`config.mk`:
```
export PLATFORM = sky130hd
export DESIGN_NAME = tglreq_word_ram
export DESIGN_NICKNAME = d
export VERILOG_FILES = /design/src/rtl/tgr_pkg.sv /design/src/rtl/tgr_rst_sync.sv /design/src/rtl/tgr_toggle_detect.sv /design/src/rtl/tgr_addr_check.sv /design/src/rtl/tgr_word_store.sv /design/src/rtl/tglreq_word_ram.sv
export SDC_FILE = /design/constraint.sdc
export NUM_CORES = 1
export LEC_CHECK = 0
export ABC_AREA = 1
export BUFFER_PORTS_ARGS = -buffer_cell sky130_fd_sc_hd__buf_2
export CELL_PAD_IN_SITES_DETAIL_PLACEMENT = 1
export CELL_PAD_IN_SITES_GLOBAL_PLACEMENT = 2
export CORE_UTILIZATION = 44
export CTS_CLUSTER_DIAMETER = 40
export DETAILED_ROUTE_END_ITERATION = 10
export PLACE_DENSITY = 0.85
export SYNTH_ARGS = -nofsm -noshare
export SYNTH_HDL_FRONTEND = slang
export SYNTH_HIERARCHICAL = 1
export SYNTH_SLANG_ARGS = --single-unit
export TNS_END_PERCENT = 30
```
`constraint.sdc`:
```
create_clock -name clk_i -period 2.14 [get_ports clk_i]
set_input_delay 0.107 -clock clk_i [delete_from_list [all_inputs] [get_ports clk_i]]
set_output_delay 0.107 -clock clk_i [all_outputs]
set_load 0.02 [all_outputs]
```
`src/rtl/tgr_pkg.sv`:
```
package tgr_pkg;

  // Outcome of one served request
  typedef enum logic [1:0] {
    ACC_NONE   = 2'd0,
    ACC_LOAD   = 2'd1,
    ACC_STORE  = 2'd2,
    ACC_REJECT = 2'd3
  } acc_kind_e;

  localparam int unsigned WORD_W   = 32;
  localparam int unsigned BYTE_OFS = 2;  // log2 of bytes per word

endpackage

```
`src/rtl/tgr_rst_sync.sv`:
```
// Asynchronous assert, synchronous release, on the falling-edge domain.
module tgr_rst_sync #(
  parameter int unsigned STAGES = 2
) (
  input  logic clk_i,
  input  logic arst_n_i,
  output logic srst_n_o
);

  logic [STAGES-1:0] sh_q;
  logic [STAGES-1:0] sh_d;

  generate
    if (STAGES == 1) begin : g_one
      always_comb sh_d = 1'b1;
    end else begin : g_many
      always_comb sh_d = {sh_q[STAGES-2:0], 1'b1};
    end
  endgenerate

  always_ff @(negedge clk_i or negedge arst_n_i) begin
    if (!arst_n_i) sh_q <= '0;
    else           sh_q <= sh_d;
  end

  assign srst_n_o = sh_q[STAGES-1];

endmodule

```
`src/rtl/tgr_toggle_detect.sv`:
```
// Turns each inversion of the request line into a single-cycle request.
module tgr_toggle_detect (
  input  logic clk_i,
  input  logic rst_n_i,
  input  logic tgl_i,
  output logic req_o
);

  logic seen_q;
  logic seen_d;
  logic seen_en;

  assign req_o   = tgl_i ^ seen_q;
  assign seen_en = req_o;

  always_comb begin
    seen_d = seen_q;
    if (seen_en) seen_d = tgl_i;
  end

  always_ff @(negedge clk_i or negedge rst_n_i) begin
    if (!rst_n_i) seen_q <= 1'b0;
    else          seen_q <= seen_d;
  end

endmodule

```
`src/rtl/tgr_addr_check.sv`:
```
// Byte address to word index, alignment and range screening.
module tgr_addr_check
  import tgr_pkg::*;
#(
  parameter int unsigned AW    = 8,
  parameter int unsigned DEPTH = 16,
  parameter int unsigned IDX_W = 4
) (
  input  logic             req_i,
  input  logic             wr_i,
  input  logic [AW-1:0]    addr_i,
  output logic [IDX_W-1:0] idx_o,
  output acc_kind_e        kind_o
);

  localparam int unsigned WW = AW - BYTE_OFS;

  logic [WW-1:0] word;
  logic          misaligned;
  logic          in_range;

  assign word       = addr_i[AW-1:BYTE_OFS];
  assign misaligned = |addr_i[BYTE_OFS-1:0];
  assign idx_o      = word[IDX_W-1:0];

  generate
    if (DEPTH == (1 << WW)) begin : g_full_map
      assign in_range = 1'b1;
    end else begin : g_part_map
      assign in_range = ({{(32-WW){1'b0}}, word} < 32'(DEPTH));
    end
  endgenerate

  always_comb begin
    kind_o = ACC_NONE;
    if (req_i) begin
      if (misaligned || !in_range) kind_o = ACC_REJECT;
      else if (wr_i)               kind_o = ACC_STORE;
      else                         kind_o = ACC_LOAD;
    end
  end

endmodule

```
`src/rtl/tgr_word_store.sv`:
```
// The only process that touches the array: written so a RAM is inferred.
module tgr_word_store #(
  parameter int unsigned DW    = 32,
  parameter int unsigned DEPTH = 16,
  parameter int unsigned IDX_W = 4
) (
  input  logic             clk_i,
  input  logic             we_i,
  input  logic             re_i,
  input  logic [IDX_W-1:0] idx_i,
  input  logic [DW-1:0]    wdata_i,
  output logic [DW-1:0]    rdata_o
);

  logic [DW-1:0] mem [DEPTH];
  logic [DW-1:0] rd_q;

  always_ff @(negedge clk_i) begin
    if (we_i) mem[idx_i] <= wdata_i;
    if (re_i) rd_q       <= mem[idx_i];
  end

  assign rdata_o = rd_q;

endmodule

```
`src/rtl/tglreq_word_ram.sv`:
```
module tglreq_word_ram
  import tgr_pkg::*;
#(
  parameter int unsigned AW    = 8,
  parameter int unsigned DEPTH = 16
) (
  input  logic              clk_i,
  input  logic              rst_n_i,
  input  logic              req_tgl_i,
  input  logic              wr_i,
  input  logic [AW-1:0]     addr_i,
  input  logic [WORD_W-1:0] wdata_i,
  output logic [WORD_W-1:0] rdata_o,
  output logic              err_o
);

  localparam int unsigned IDX_W = (DEPTH > 1) ? $clog2(DEPTH) : 1;

  logic              srst_n;
  logic              req;
  logic [IDX_W-1:0]  idx;
  acc_kind_e         kind;
  logic [WORD_W-1:0] rd_raw;

  logic              err_q,   err_d;
  logic              valid_q, valid_d;

  tgr_rst_sync #(.STAGES(2)) i_rst_sync (
    .clk_i    (clk_i),
    .arst_n_i (rst_n_i),
    .srst_n_o (srst_n)
  );

  tgr_toggle_detect i_detect (
    .clk_i   (clk_i),
    .rst_n_i (srst_n),
    .tgl_i   (req_tgl_i),
    .req_o   (req)
  );

  tgr_addr_check #(.AW(AW), .DEPTH(DEPTH), .IDX_W(IDX_W)) i_check (
    .req_i  (req),
    .wr_i   (wr_i),
    .addr_i (addr_i),
    .idx_o  (idx),
    .kind_o (kind)
  );

  tgr_word_store #(.DW(WORD_W), .DEPTH(DEPTH), .IDX_W(IDX_W)) i_store (
    .clk_i   (clk_i),
    .we_i    (kind == ACC_STORE),
    .re_i    (kind == ACC_LOAD),
    .idx_i   (idx),
    .wdata_i (wdata_i),
    .rdata_o (rd_raw)
  );

  // Next-state: error flag follows each served request; valid once a load lands
  always_comb begin
    err_d   = err_q;
    valid_d = valid_q;
    if (req)              err_d   = (kind == ACC_REJECT);
    if (kind == ACC_LOAD) valid_d = 1'b1;
  end

  always_ff @(negedge clk_i or negedge srst_n) begin
    if (!srst_n) begin
      err_q   <= 1'b0;
      valid_q <= 1'b0;
    end else begin
      err_q   <= err_d;
      valid_q <= valid_d;
    end
  end

  assign rdata_o = valid_q ? rd_raw : '0;
  assign err_o   = err_q;

endmodule

```
Word level (Yosys, flattened, before mapping)
Memories as Yosys holds them, arrays and structs flattened. A register that Yosys moved wholly into a read port is not among the register bits.
Index checks and enable logic that the tools add are counted.
W data, S select, Z words.

word-level totals
  flip-flop bits (word level) = 5
  memory bits (writable) = 512
  input port bits = 44
  output and inout bits = 33
  logic and storage cells = 19
  memories = 1

memories
  memory       depth  width  read ports  clocked after memory_dff  wr ports  RTL line              RTL
  i_store.mem  16     32     1           1                         1         tgr_word_store.sv:15  logic [DW-1:0] mem [DEPTH];

operators by class
  magnitude comparators = 1
  equality and inequality tests = 3
  muxes and demuxes = 6
  bitwise gates (word level) = 1
  reduce and logical (&&, ||, !) cells = 3

operator list
  kind                  count
  $mux W32              1
  $lt A6 B5 Y1 const B  1
  $mux W2               3
  $eq A2 B2 Y1 const B  2
  $eq A2 B1 Y1 const B  1
  $mux W1               2
  $reduce_or A2 Y1      1
  $logic_not A1 Y1      1
  $logic_or A1 B1 Y1    1
  $xor A1 B1 Y1         1

Longest topological paths before layout
Gate-level depths: netlist of the first run.

  depth after elaboration = 8
  depth in mapped cells = 13
  mapped depth without buffers = 9

Hierarchy
The synthesis of the first run kept the hierarchy.

by module, submodules not included
  module             instances  cells each  area an instance (um2)  seq. area each (um2)
  tgr_word_store     1          2114        22537.9                 16335.7
  tglreq_word_ram    1          80          402.9                   50.0
  tgr_addr_check     1          13          71.3                    0.0
  tgr_rst_sync       1          3           53.8                    50.0
  tgr_toggle_detect  1          7           47.5                    25.0

==> run_results.csv, run 1 <==
group,metric,value,unit
worst_setup_path,cp_max_fo,10,
grt,grt_pass1_vias,22800,
final_layout,fin_nets,3029,
power_and_ir_drop,seqPwrFrac,36.3,%
worst_setup_path,r2r_end,"i_store/mem[7][18]",
grt,grt_use_total,32.5,%
clock_network,numCtsBuffers,79,
timing,rsz0062_at_grt,"true",
synthesis,synth_area_leaders,"edfxtp_1 (71%), nand2_1 (23%), inv_1 (1.8%), buf_6 (1.3%), buf_2 (0.93%)",
hold_path,holdCritPathClass,"input port to asynchronous set/reset pin",
flow_run,drv_cap,0,
clock_network,clock_latency,740,ps
synthesis,avgSynthCellArea,10.4,um2
placement,gp_congestion,0.820,
worst_setup_path,critPathLaunchType,"flip-flop",
power_and_ir_drop,leakage,15.5,nW
timing,hold_violations,0,
floorplan,std_cell_rows,83,
grt,grt_pass1_wl,128,mm
power_and_ir_drop,power_frac_comb,6.1,%
clock_network,cts_buffer_depth,3,
final_layout,multi_input_area,5700,um2
floorplan,die_area,53500,um2
floorplan,initial_core_util,44.8,%
power_and_ir_drop,ir_worst_vdd,788,uV
status,violations,"negative setup slack",
placement,hpwlAfterDp,41.0,mm
status,outcome,"finished, violations left",
synthesis,syn_nets,2261,
routing,wirelength,90.2,mm
clock_network,cts_tree,"done",
placement,port_buffers,76,
routing,first_pass_iters,5,
worst_setup_path,crit_arrival,2720,ps
grt,grt_overflow_total,0,
worst_setup_path,r2r_slack,-30,ps
floorplan,num_io_pins,77,
worst_setup_path,end_kind,"output port",
timing,fin_skew,151,ps
final_layout,drive_gt1_share,14.8,%
final_layout,syn2layout_area_growth,36.5,%
routing,wl_per_cell,24.2,um
final_layout,finalCoreUtilization,61.1,%
synthesis,ys_seq_area_share,71.2,%
power_and_ir_drop,power_density,1060,nW/um2
clock_network,cts_htree_levels,3,
final_layout,diodes,0,
synthesis,syn-instance-count,2217,
routing,vias_per_cell,5.34,
worst_setup_path,reg2reg_from,"i_detect/seen_q",
power_and_ir_drop,internal_power,22.3,mW
routing,drc,0,
grt,grt_max_degree,49,
timing,fin_ws,-689,ps
timing,slew_violations,0,
power_and_ir_drop,finalPower,33.3,mW
routing,drtIter0Drc,1579,
synthesis,synth.distinct_cells,17,
routing,via_count,19900,
clock_network,cts.sinks,549,
power_and_ir_drop,p_sw,11.1,mW
floorplan,die_w,231,um
power_and_ir_drop,clockPowerShare,57.6,%
worst_setup_path,reg2reg_depth,14,
clock_network,clockRootBuffer,"clkbuf_16",
synthesis,ys_warn_count,6,
grt,antenna_found_initial,0,
synthesis,yosysTopAreaCellShare,70.7,%
routing,antenna_left,0,
power_and_ir_drop,p_sw_share,33.2,%
synthesis,ys_ff_latch,549,
clock_network,clk_pin_slew,40,ps
final_layout,fillers,5622,
timing,setup_tns,-75230,ps
worst_setup_path,crit_type,"flip-flop to output port",
final_layout,final-seq-area,16500,um2
synthesis,yosysTopAreaCell,"edfxtp_1",
floorplan,die_y,231,um
timing,setup-violations-final,517,
worst_setup_path,cp.required,2030,ps
floorplan,core,51600,um2
synthesis,syn_area,23100,um2
[area by class of cell]
class,count,area share [%]
Tap cell,680,2.70
Timing Repair Buffer,251,10.4
Clock buffer,80,6.35
Clock inverter,609,8.89
Sequential cell,549,52.2
Multi-Input combinational cell,1448,18.1
Inverter,112,1.42
[power by group through the flow]
| stage | logic [mW] | clock network [mW] | registers (mW) |
|---|---|---|---|
| after global placement | 1.72 | 1.51 | 12.2 |
| final | 2.05 | 19.2 | 12.1 |
| after detailed placement | 1.77 | 1.51 | 12.2 |
| after CTS | 1.95 | 18.7 | 12.1 |
| after global routing | 2.17 | 20.3 | 12.1 |
| after floorplan | 0.941 | 1.51 | 12.2 |
[placed cells by master, fill, tap and decap left out]
cell           instances
nand3_4                4
buf_16                10
nand2_4                2
buf_12                76
dlygate4sd3_1          1
nor2_4                21
buf_2                 39
buf_4                 75
clkinvlp_4             1
nand2_1             1404
inv_4                 10
clkbuf_8               1
clkinvlp_2             7
inv_16                 1
clkinv_4               8
clkbuf_16             89
inv_6                  5
edfxtp_1             544
inv_8                 12
conb_1                 1
clkinv_8               8
clkinv_1               2
buf_8                  4
nand2_2               13
bufinv_16              9
inv_1                640
inv_2                 18
buf_6                 36
nand3_2                1
dfrtn_1                5
nand3_1                2
[Yosys cell counts]
library cell     n
buf_1            5
buf_12           1
buf_2           43
buf_4           17
buf_6           26
buf_8            3
clkbuf_1        12
conb_1           1
dfrtn_1          5
edfxtp_1       544
inv_1          112
inv_4            1
nand2_1       1414
nand2_2          5
nand3_1          7
nor2_1          19
nor2_2           2
[routing by layer]
metal | track usage, % | vias up | part of all wire [%]
met4 | 21.1 | 0 | 5.5
met3 | 9.08 | 314 | 7.1
li1 | - | 8646 | -
met2 | 56.6 | 1088 | 52
met1 | 34.6 | 9852 | 36
met5 | 0 | - | 0
[logic make-up (layout without fill, tap and decap cells)]
group                  after synthesis  after routing  share of synthesized area, %
buffers and inverters              220           1052                          5.15
DFF                                549            549                          71.2
and+or+nand+nor                   1447           1447                          23.6
other                                1              1                        0.0162
[metrics by stage]
stage                     hold WS [ps]  cells  area [um2]  worst slack (ps)
after floorplan                  -17.4   2217       23400              -666
after global placement           -2.33   2992       25500              -737
after detailed placement         -2.09   2992       25500              -760
after CTS                          230   3716       31200              -665
after global routing               239   3729       31500              -713
final                              246   3729       31500              -689
[worst max-delay path by stage]
stage / from / end / slack, ps / depth (start not counted)
floorplan: req_tgl_i / i_store/mem[10][0] / -670 / 9
global placement: req_tgl_i / i_store/mem[0][19] / -740 / 11
detailed placement: req_tgl_i / i_store/mem[0][21] / -760 / 11
CTS: valid_q / rdata_o[19] / -670 / 5
global route: valid_q / rdata_o[14] / -710 / 5
finish: valid_q / rdata_o[14] / -690 / 5
[registers in the layout, summed over array words and instances (netlist names)]
| register | cells |
|---|---|
| i_detect/seen_q | 1 |
| i_store/rdata_o | 32 |
| i_rst_sync/sh_q | 2 |
| err_o | 1 |
| valid_q | 1 |
| i_store/mem | 512 |
[repair_timing]
item                       4_1_cts  5_1_grt
pin swaps                       16        8
cloned                          11       11
hold endpoints to repair         3        0
hold buffers                     1        0
buffers inserted                26        4
gates resized for setup         97       31
setup endpoints to repair      402      541
[critical path, stage by stage, from the launching register on]
cell and delay, ps:
dfrtn_1 420, buf_4 160, buf_16 160, nand2_1 70, inv_1 80, buf_4 150
Power figures use the tool's default switching activity.
==> inputs of run 2 (changes only) <==
--- a/config.mk
+++ b/config.mk
@@ -16,5 +16,4 @@
 export SYNTH_ARGS = -nofsm -noshare
 export SYNTH_HDL_FRONTEND = slang
-export SYNTH_HIERARCHICAL = 1
 export SYNTH_SLANG_ARGS = --single-unit
 export TNS_END_PERCENT = 30
==> constraint.sdc (replaced) <==
create_clock -name clk_i -period 2.14 [get_ports clk_i]
set_input_delay 0.428 -clock clk_i [delete_from_list [all_inputs] [get_ports clk_i]]
set_output_delay 0.428 -clock clk_i [all_outputs]
set_load 0.02 [all_outputs]
==> run 2 against run 1 <==
Compared with the run above: the run still ends with negative setup slack left; clock power up 5%; highest routed layer is now met5; clock-buffer cell count grew 2; non-clock buffer count is 70 higher; largest cell class unchanged; clock skew rose by 25 ps; via count increased by 8.0%; area after synthesis down 0.58%; cell count grew 1.4%; sequential cell count did not move; synthesized cell count decreased by 0.81%.
==> run_results.csv, run 2 <==
group,metric,value,unit
floorplan,initial_core_util,44.7,%
timing,hold_violations,0,
floorplan,std_cell_rows,83,
routing,drc,0,
clock_network,cts_tree,"done",
routing,antenna_left,0,
synthesis,synthMuxAreaShare,0,%
final_layout,fin_nets,3084,
routing,vias_per_cell,5.68,
worst_setup_path,reg2reg_from,"i_detect.seen_q",
synthesis,synth_compound_area_share,0.0544,%
timing,fin_ws,-1060,ps
clock_network,numCtsBuffers,78,
final_layout,final_cell_area,32800,um2
timing,setup_tns,-235200,ps
power_and_ir_drop,ir_worst_vdd,778,uV
synthesis,ys_ff_latch,549,
synthesis,synth_area_leaders,"edfxtp_1 (71%), nand2_1 (23%), inv_1 (1.7%), buf_6 (1.1%), buf_2 (0.85%)",
synthesis,yosysTopAreaCellShare,71.1,%
final_layout,regMostFlops,"i_store.mem",
routing,highest_layer,"met5",
timing,slew_violations,0,
synthesis,synthFlopType,"edfxtp_1",
clock_network,cts_buffer_depth,3,
final_layout,final_common_cell,"nand2_1",
synthesis,yosysTopAreaCell,"edfxtp_1",
synthesis,synth_edf_count,544,
synthesis,syn_area,23000,um2
synthesis,synth_simple_gate_area_share,23.5,%
final_layout,multi_input_area,5850,um2
grt,grt_overflow_total,0,
placement,gp_congestion,0.824,
grt,grt_use_total,34.8,%
synthesis,synthTopCellsByCount,"nand2_1 (1,411), edfxtp_1 (544), inv_1 (105)",
synthesis,synth_fa_ha_area_share,0,%
floorplan,core,51400,um2
clock_network,clockRootBuffer,"clkbuf_16",
routing,drtIter0Drc,2033,
synthesis,synth_top_family_by_area,"simple AND/OR/NAND/NOR gates",
worst_setup_path,cp_max_fo,6,
synthesis,syn-instance-count,2199,
timing,hold_slack,16.9,ps
grt,grt_pass1_wl,136,mm
timing,rsz0062_at_grt,"true",
final_layout,finalCoreUtilization,63.8,%
final_layout,drive_gt1_share,17.7,%
routing,wl_met2,52.6,mm
synthesis,avgSynthCellArea,10.4,um2
floorplan,die_area,53100,um2
synthesis,ys_async_sr_fraction,0.911,%
grt,antenna_found_initial,3,
routing,wl_met1,36.2,mm
synthesis,synth.distinct_cells,17,
worst_setup_path,end_kind,"output port",
power_and_ir_drop,finalPower,34.4,mW
clock_network,clock_latency,770,ps
flow_run,drv_cap,0,
status,outcome,"finished, violations left",
worst_setup_path,cp.required,1710,ps
clock_network,clk_pin_slew,40,ps
routing,wirelength,108,mm
placement,place_ws,-919,ps
worst_setup_path,reg2reg_depth,10,
grt,grt_pass1_vias,23500,
clock_network,cts_htree_levels,3,
routing,wl_met3,9.89,mm
worst_setup_path,crit_type,"flip-flop to output port",
final_layout,mostFrequentLayoutCells,"nand2_1 (1,374), inv_1 (619), edfxtp_1 (544)",
synthesis,synth_xor_area_share,0.0381,%
final_layout,final-seq-area,16500,um2
floorplan,die_y,231,um
timing,setup-violations-final,609,
synthesis,ys_warn_count,0,
synthesis,synth_most_common_cell,"nand2_1",
routing,via_count,21500,
final_layout,syn2layout_area_growth,42.7,%
routing,wl_per_cell,28.7,um
final_layout,largest_register_ffs,512,
final_layout,instances_no_fill,3782,
worst_setup_path,crit_arrival,2770,ps
clock_network,cts_hold_buf,0,
power_and_ir_drop,leakage,16.1,nW
routing,first_pass_iters,7,
placement,hpwlAfterDp,40.4,mm
placement,placedCellCount,3010,
clock_network,cts.sinks,549,
worst_setup_path,critPathLaunchType,"flip-flop",
worst_setup_path,endpoint,"rdata_o[13]",
worst_setup_path,r2r_end,"i_store.mem[3][19]",
placement,dpl-instance-area,25800,um2
power_and_ir_drop,power_density,1050,nW/um2
worst_setup_path,r2r_slack,60,ps
floorplan,num_io_pins,77,
synthesis,syn_nets,2243,
final_layout,fillers,5495,
worst_setup_path,crit_start,"valid_q",
timing,fin_skew,176,ps
status,violations,"negative setup slack",
placement,port_buffers,76,
grt,grt_max_degree,38,
hold_path,holdCritPathClass,"flip-flop to asynchronous set/reset pin",
floorplan,die_w,231,um
synthesis,ys_seq_area_share,71.6,%
-- run 2: cell count changes after synthesis, moves of 2 or more --
cell | previous run | this run
nand3_1 | 7 | 0
nand4_1 | 0 | 4
buf_2 | 43 | 39
buf_6 | 26 | 23
inv_1 | 112 | 105
clkbuf_1 | 12 | 17
nor2_1 | 19 | 22
nor2_2 | 2 | 0
buf_8 | 3 | 1
nand2_2 | 5 | 0
nand2_1 | 1414 | 1411
-- run 2: area by class of cell --
class                           count  share of cell area [%]
Antenna cell                        1                 0.00763
Clock buffer                       82                    6.19
Clock inverter                    603                    8.11
Inverter                          105                    1.25
Multi-Input combinational cell   1441                    17.9
Sequential cell                   549                    50.2
Tap cell                          680                    2.60
Timing Repair Buffer              321                    13.8
-- run 2: kinds of logic after synthesis --
logic type                Yosys count
DFF                               549
other                               1
AOI/OAI and AO/OA                   2
and+or+nand+nor                  1437
xor gates and xnor gates            1
buffers and inverters             209
-- run 2: power breakdown --
| group | total [mW] | internal, mW | switching, mW |
|---|---|---|---|
| sequential | 11.9 | 11.9 | 0.0123 |
| combinational | 2.47 | 0.846 | 1.62 |
| clock | 20.1 | 9.34 | 10.7 |
| total | 34.4 | 22.1 | 12.4 |
-- run 2: worst max-delay path, stage by stage (launching register included) --
cell and delay [ps]:
dfrtn_1 440, buf_12 210, buf_16 200, nand2_4 60
inv_2 60, buf_6 120
-- run 2: worst min-delay path by stage --
stage	to	slack, ps	depth (start not counted)
6_report	err_o	20	0
3_3_place_gp	i_detect.seen_q	20	0
2_1_floorplan	err_o	-20	0
3_5_place_dp	i_detect.seen_q	20	0
5_1_grt	err_o	20	0
4_1_cts	i_detect.seen_q	20	0
-- run 2: timing repair --
action | 4_1_cts | 5_1_grt
gates cloned | 21 | 20
resized for setup | 182 | 84
buffers inserted | 34 | 18
pin swaps | 7 | 14
setup endpoints to repair | 608 | 609
-- run 2: per-layer routing --
layer / global-route usage, % / vias up
li1: - / 8757
met1: 35.8 / 10500
met2: 59.8 / 1613
met3: 9.89 / 583
met4: 27.3 / 2
met5: 0 / -
==> inputs of run 3 (changes only) <==
- ABC_AREA: 1 -> 0
- CORE_UTILIZATION: 44 -> 53
==> run 3 against run 2 <==
Compared with the run above: the run now fails in global routing (5_1_grt); area after synthesis decreased by 10%; synthesized cell count decreased by 59%.
==> run_results.csv, run 3 <==
group,metric,value,unit
grt,antenna_found_initial,12,
status,error_message,"[ERROR GRT-0232] Routing congestion too high. Check the congestion heatmap in the GUI.",
synthesis,syn-instance-count,894,
clock_network,cts.sinks,549,
grt,grt_use_total,84.3,%
synthesis,synthFlopType,"edfxtp_1",
synthesis,synth_area_leaders,"edfxtp_1 (79%), mux4_2 (14%), a22oi_1 (2.3%), and2_1 (1.0%), nand2_1 (0.62%)",
synthesis,synthTopCellsByCount,"edfxtp_1 (544), mux4_2 (128), a22oi_1 (64)",
synthesis,synth.distinct_cells,24,
synthesis,syn_area,20600,um2
synthesis,ys_ff_latch,549,
grt,grt_overflow_total,278,
placement,gp_congestion,0.763,
placement,placedCellCount,1539,
floorplan,std_cell_rows,71,
floorplan,num_io_pins,77,
clock_network,clockRootBuffer,"clkbuf_16",
clock_network,cts_htree_levels,3,
placement,hpwlAfterDp,30.6,mm
synthesis,ys_warn_count,0,
synthesis,yosysTopAreaCellShare,79.3,%
placement,port_buffers,76,
clock_network,cts_buffer_depth,3,
floorplan,initial_core_util,54.3,%
status,outcome,"stopped before the end",
grt,grt_max_degree,33,
placement,place_ws,-1140,ps
floorplan,die_w,199,um
synthesis,ys_seq_area_share,79.9,%
clock_network,numCtsBuffers,69,
synthesis,syn_nets,938,
clock_network,cts_hold_buf,0,
synthesis,avgSynthCellArea,23.0,um2
synthesis,synth_edf_count,544,
timing,crit_endpoint,"rdata_o[20]",
synthesis,yosysTopAreaCell,"edfxtp_1",
timing,endpoint_type,"primary output",
status,haltStage,"global routing (5_1_grt)",
synthesis,ys_async_sr_fraction,0.911,%
synthesis,synth_most_common_cell,"edfxtp_1",
floorplan,die_y,199,um
[run 3: cell count changes after synthesis, moves of 5 or more]
cell / delta
nand2_1: -1377
mux4_2: +128
inv_1: -104
a22oi_1: +64
and2_1: +33
buf_2: -27
buf_4: -18
buf_6: -15
clkbuf_1: +14
nor2_1: -8
buf_1: -5
[run 3: cells by family after synthesis]
kind of cell | after synthesis | share of synthesized area [%]
flops | 549 | 79.9
mux | 128 | 14.0
buf+inv | 52 | 1.31
other cells | 1 | 0.0182
compound gates | 66 | 2.40
xor+xnor | 1 | 0.0425
simple gates | 97 | 2.35
[run 3: routing by layer]
layer / global-route usage (%) / GRT overflow
met2: 93.5 / 130
met5: 47.6 / 1
met1: 84.3 / 1
met3: 76.5 / 3
met4: 85.6 / 143
[run 3: timing repair]
| item | in CTS |
|---|---|
| gates resized for setup | 162 |
| gates cloned | 25 |
| pin swaps | 15 |
| setup endpoints to repair | 609 |
| buffers inserted | 54 |
[run 3: metrics by stage]
stage	TNS, ps	hold slack (ps)	cell area (um2)
CTS	-278410	1.58	29300
floorplan	-760750	-17.4	20700
detailed placement	-607200	-1.49	23000
global placement	-572750	-5.90	23000
==> inputs of run 4 (changes only) <==
- CELL_PAD_IN_SITES_DETAIL_PLACEMENT: 1 -> default
- CELL_PAD_IN_SITES_GLOBAL_PLACEMENT: 2 -> default
- CORE_UTILIZATION: 53 -> 40
- CTS_CLUSTER_DIAMETER: 40 -> default
- PLACE_DENSITY: 0.85 -> default
- PLACE_DENSITY_LB_ADDON: default -> 0.15
==> run 4 against run 3 <==
Compared with the run above: the flow now finishes, with violations (negative setup slack); synthesized cell count stayed put; area after synthesis unchanged.
==> run_results.csv, run 4 <==
group,metric,value,unit
status,outcome,"finished, violations left",
status,violations,"negative setup slack",
final_layout,final_common_cell,"inv_1",
final_layout,fin_nets,1774,
clock_network,cts_htree_levels,2,
routing,wl_per_cell,24.5,um
worst_setup_path,critPathLaunchType,"flip-flop",
floorplan,die_area,52400,um2
clock_network,cts.sinks,549,
synthesis,syn_nets,938,
grt,grt_overflow_total,0,
clock_network,numCtsBuffers,59,
worst_setup_path,crit_arrival,2700,ps
grt,grt_max_degree,33,
synthesis,synthFlopType,"edfxtp_1",
clock_network,clock_latency,660,ps
timing,setup-violations-final,609,
floorplan,die_y,229,um
final_layout,regMostFlops,"i_store.mem",
timing,rsz0062_at_grt,"true",
clock_network,clk_pin_slew,50,ps
final_layout,diodes,0,
worst_setup_path,end_kind,"output port",
synthesis,ys_async_sr_fraction,0.911,%
placement,port_buffers,76,
power_and_ir_drop,leakage,12.2,nW
final_layout,mostFrequentLayoutCells,"inv_1 (550), edfxtp_1 (544), mux4_2 (128)",
grt,antenna_found_initial,2,
timing,hold_violations,0,
final_layout,instances_no_fill,2448,
synthesis,synthTopCellsByCount,"edfxtp_1 (544), mux4_2 (128), a22oi_1 (64)",
timing,hold_slack,302,ps
routing,drtIter0Drc,1084,
synthesis,ys_ff_latch,549,
synthesis,synth.distinct_cells,24,
routing,antenna_left,0,
hold_path,holdCritPathClass,"flip-flop to flip-flop",
placement,gp_congestion,0.758,
placement,dpl-instance-area,23100,um2
final_layout,largest_register_ffs,512,
grt,grt_pass1_vias,14200,
routing,drc,0,
synthesis,synth_most_common_cell,"edfxtp_1",
synthesis,ys_warn_count,0,
grt,grt_use_total,22.5,%
synthesis,avgSynthCellArea,23.0,um2
synthesis,syn-instance-count,894,
power_and_ir_drop,ir_worst_vdd,715,uV
worst_setup_path,cp_max_fo,8,
grt,grt_pass1_wl,84.3,mm
timing,fin_ws,-987,ps
routing,first_pass_iters,7,
routing,via_count,12600,
timing,slew_violations,0,
synthesis,syn_area,20600,um2
floorplan,core,50500,um2
synthesis,yosysTopAreaCell,"edfxtp_1",
clock_network,cts_buffer_depth,3,
placement,hpwlAfterDp,29.5,mm
power_and_ir_drop,power_density,987,nW/um2
placement,placedCellCount,1706,
flow_run,drv_cap,0,
routing,vias_per_cell,5.15,
floorplan,std_cell_rows,82,
clock_network,clockRootBuffer,"clkbuf_16",
final_layout,final_cell_area,29900,um2
power_and_ir_drop,finalPower,29.5,mW
floorplan,initial_core_util,40.8,%
worst_setup_path,crit_type,"flip-flop to output port",
synthesis,synth_area_leaders,"edfxtp_1 (79%), mux4_2 (14%), a22oi_1 (2.3%), and2_1 (1.0%), nand2_1 (0.62%)",
synthesis,synth_edf_count,544,
worst_setup_path,cp.required,1710,ps
timing,fin_skew,72.9,ps
clock_network,cts_tree,"done",
routing,wirelength,59.9,mm
floorplan,num_io_pins,77,
final_layout,drive_gt1_share,34.9,%
final_layout,syn2layout_area_growth,45.0,%
synthesis,yosysTopAreaCellShare,79.3,%
synthesis,ys_seq_area_share,79.9,%
floorplan,die_w,229,um
## run 4: cell counts after synthesis
No cell type changed its count.
## run 4: cell families after synthesis
| family | share of synthesized area (%) |
|---|---|
| flops | 79.9 |
| mux | 14.0 |
| simple gates | 2.35 |
| compound gates | 2.40 |
| buf+inv | 1.31 |
| xor+xnor | 0.0425 |
| other cells | 0.0182 |
## run 4: worst paths after layout
check                                    from            endpoint  slack, ps  depth (start not counted)
setup / recovery                      valid_q         rdata_o[16]       -990                          4
hold / removal             i_rst_sync.sh_q[0]  i_rst_sync.sh_q[1]        300                          0
setup reg to reg              i_detect.seen_q   i_store.mem[4][9]        160                          9
hold reg to reg            i_rst_sync.sh_q[0]  i_rst_sync.sh_q[1]        300                          0
max in group asynchronous  i_rst_sync.sh_q[1]             valid_q       1430                          1
min in group asynchronous  i_rst_sync.sh_q[1]               err_o        530                          1
## run 4: layout make-up
class | instances | area [um2]
Fill cell | 3843 | 20600
Sequential cell | 549 | 16500
Multi-Input combinational cell | 293 | 4420
Timing Repair Buffer | 283 | 3870
Clock inverter | 592 | 2810
Clock buffer | 59 | 1480
Tap cell | 672 | 841
## run 4: critical path, cell delays in order (launching register included)
cell	delay, ps
dfrtn_1	430
buf_12	150
buf_12	140
and2_4	170
buf_6	110
## run 4: repair_timing
| action | CTS | global route |
|---|---|---|
| hold buffers | 1 | 0 |
| buffers inserted | 48 | 9 |
| pin swaps | 26 | 35 |
| gates cloned | 26 | 14 |
| resized for setup | 175 | 94 |
| setup endpoints to repair | 609 | 609 |
| hold endpoints to repair | 3 | 0 |
## run 4: through the flow
stage / utilization, % / TNS (ps) / worst slack, ps
2_1_floorplan: - / -760750 / -1540
6_report: 59.2 / -245580 / -987
4_1_cts: 57.7 / -234780 / -996
3_3_place_gp: 45.8 / -587990 / -1160
3_5_place_dp: 45.8 / -587900 / -1150
5_1_grt: 59.2 / -269390 / -1040
## run 4: power breakdown
group          internal, mW  leakage (nW)  switching, mW
Clock                  8.80          3.99           6.99
Combinational         0.884          3.28          0.880
Sequential             11.9          4.96        0.00749
Total                  21.6          12.2           7.88
## run 4: routing by layer
metal,up-vias,global-route usage (%),wire (um)
li1,5483,-,-
met1,6581,27.9,24100
met2,458,35.2,29900
met3,92,6.98,4240
met4,2,12.3,1690
met5,-,0,14
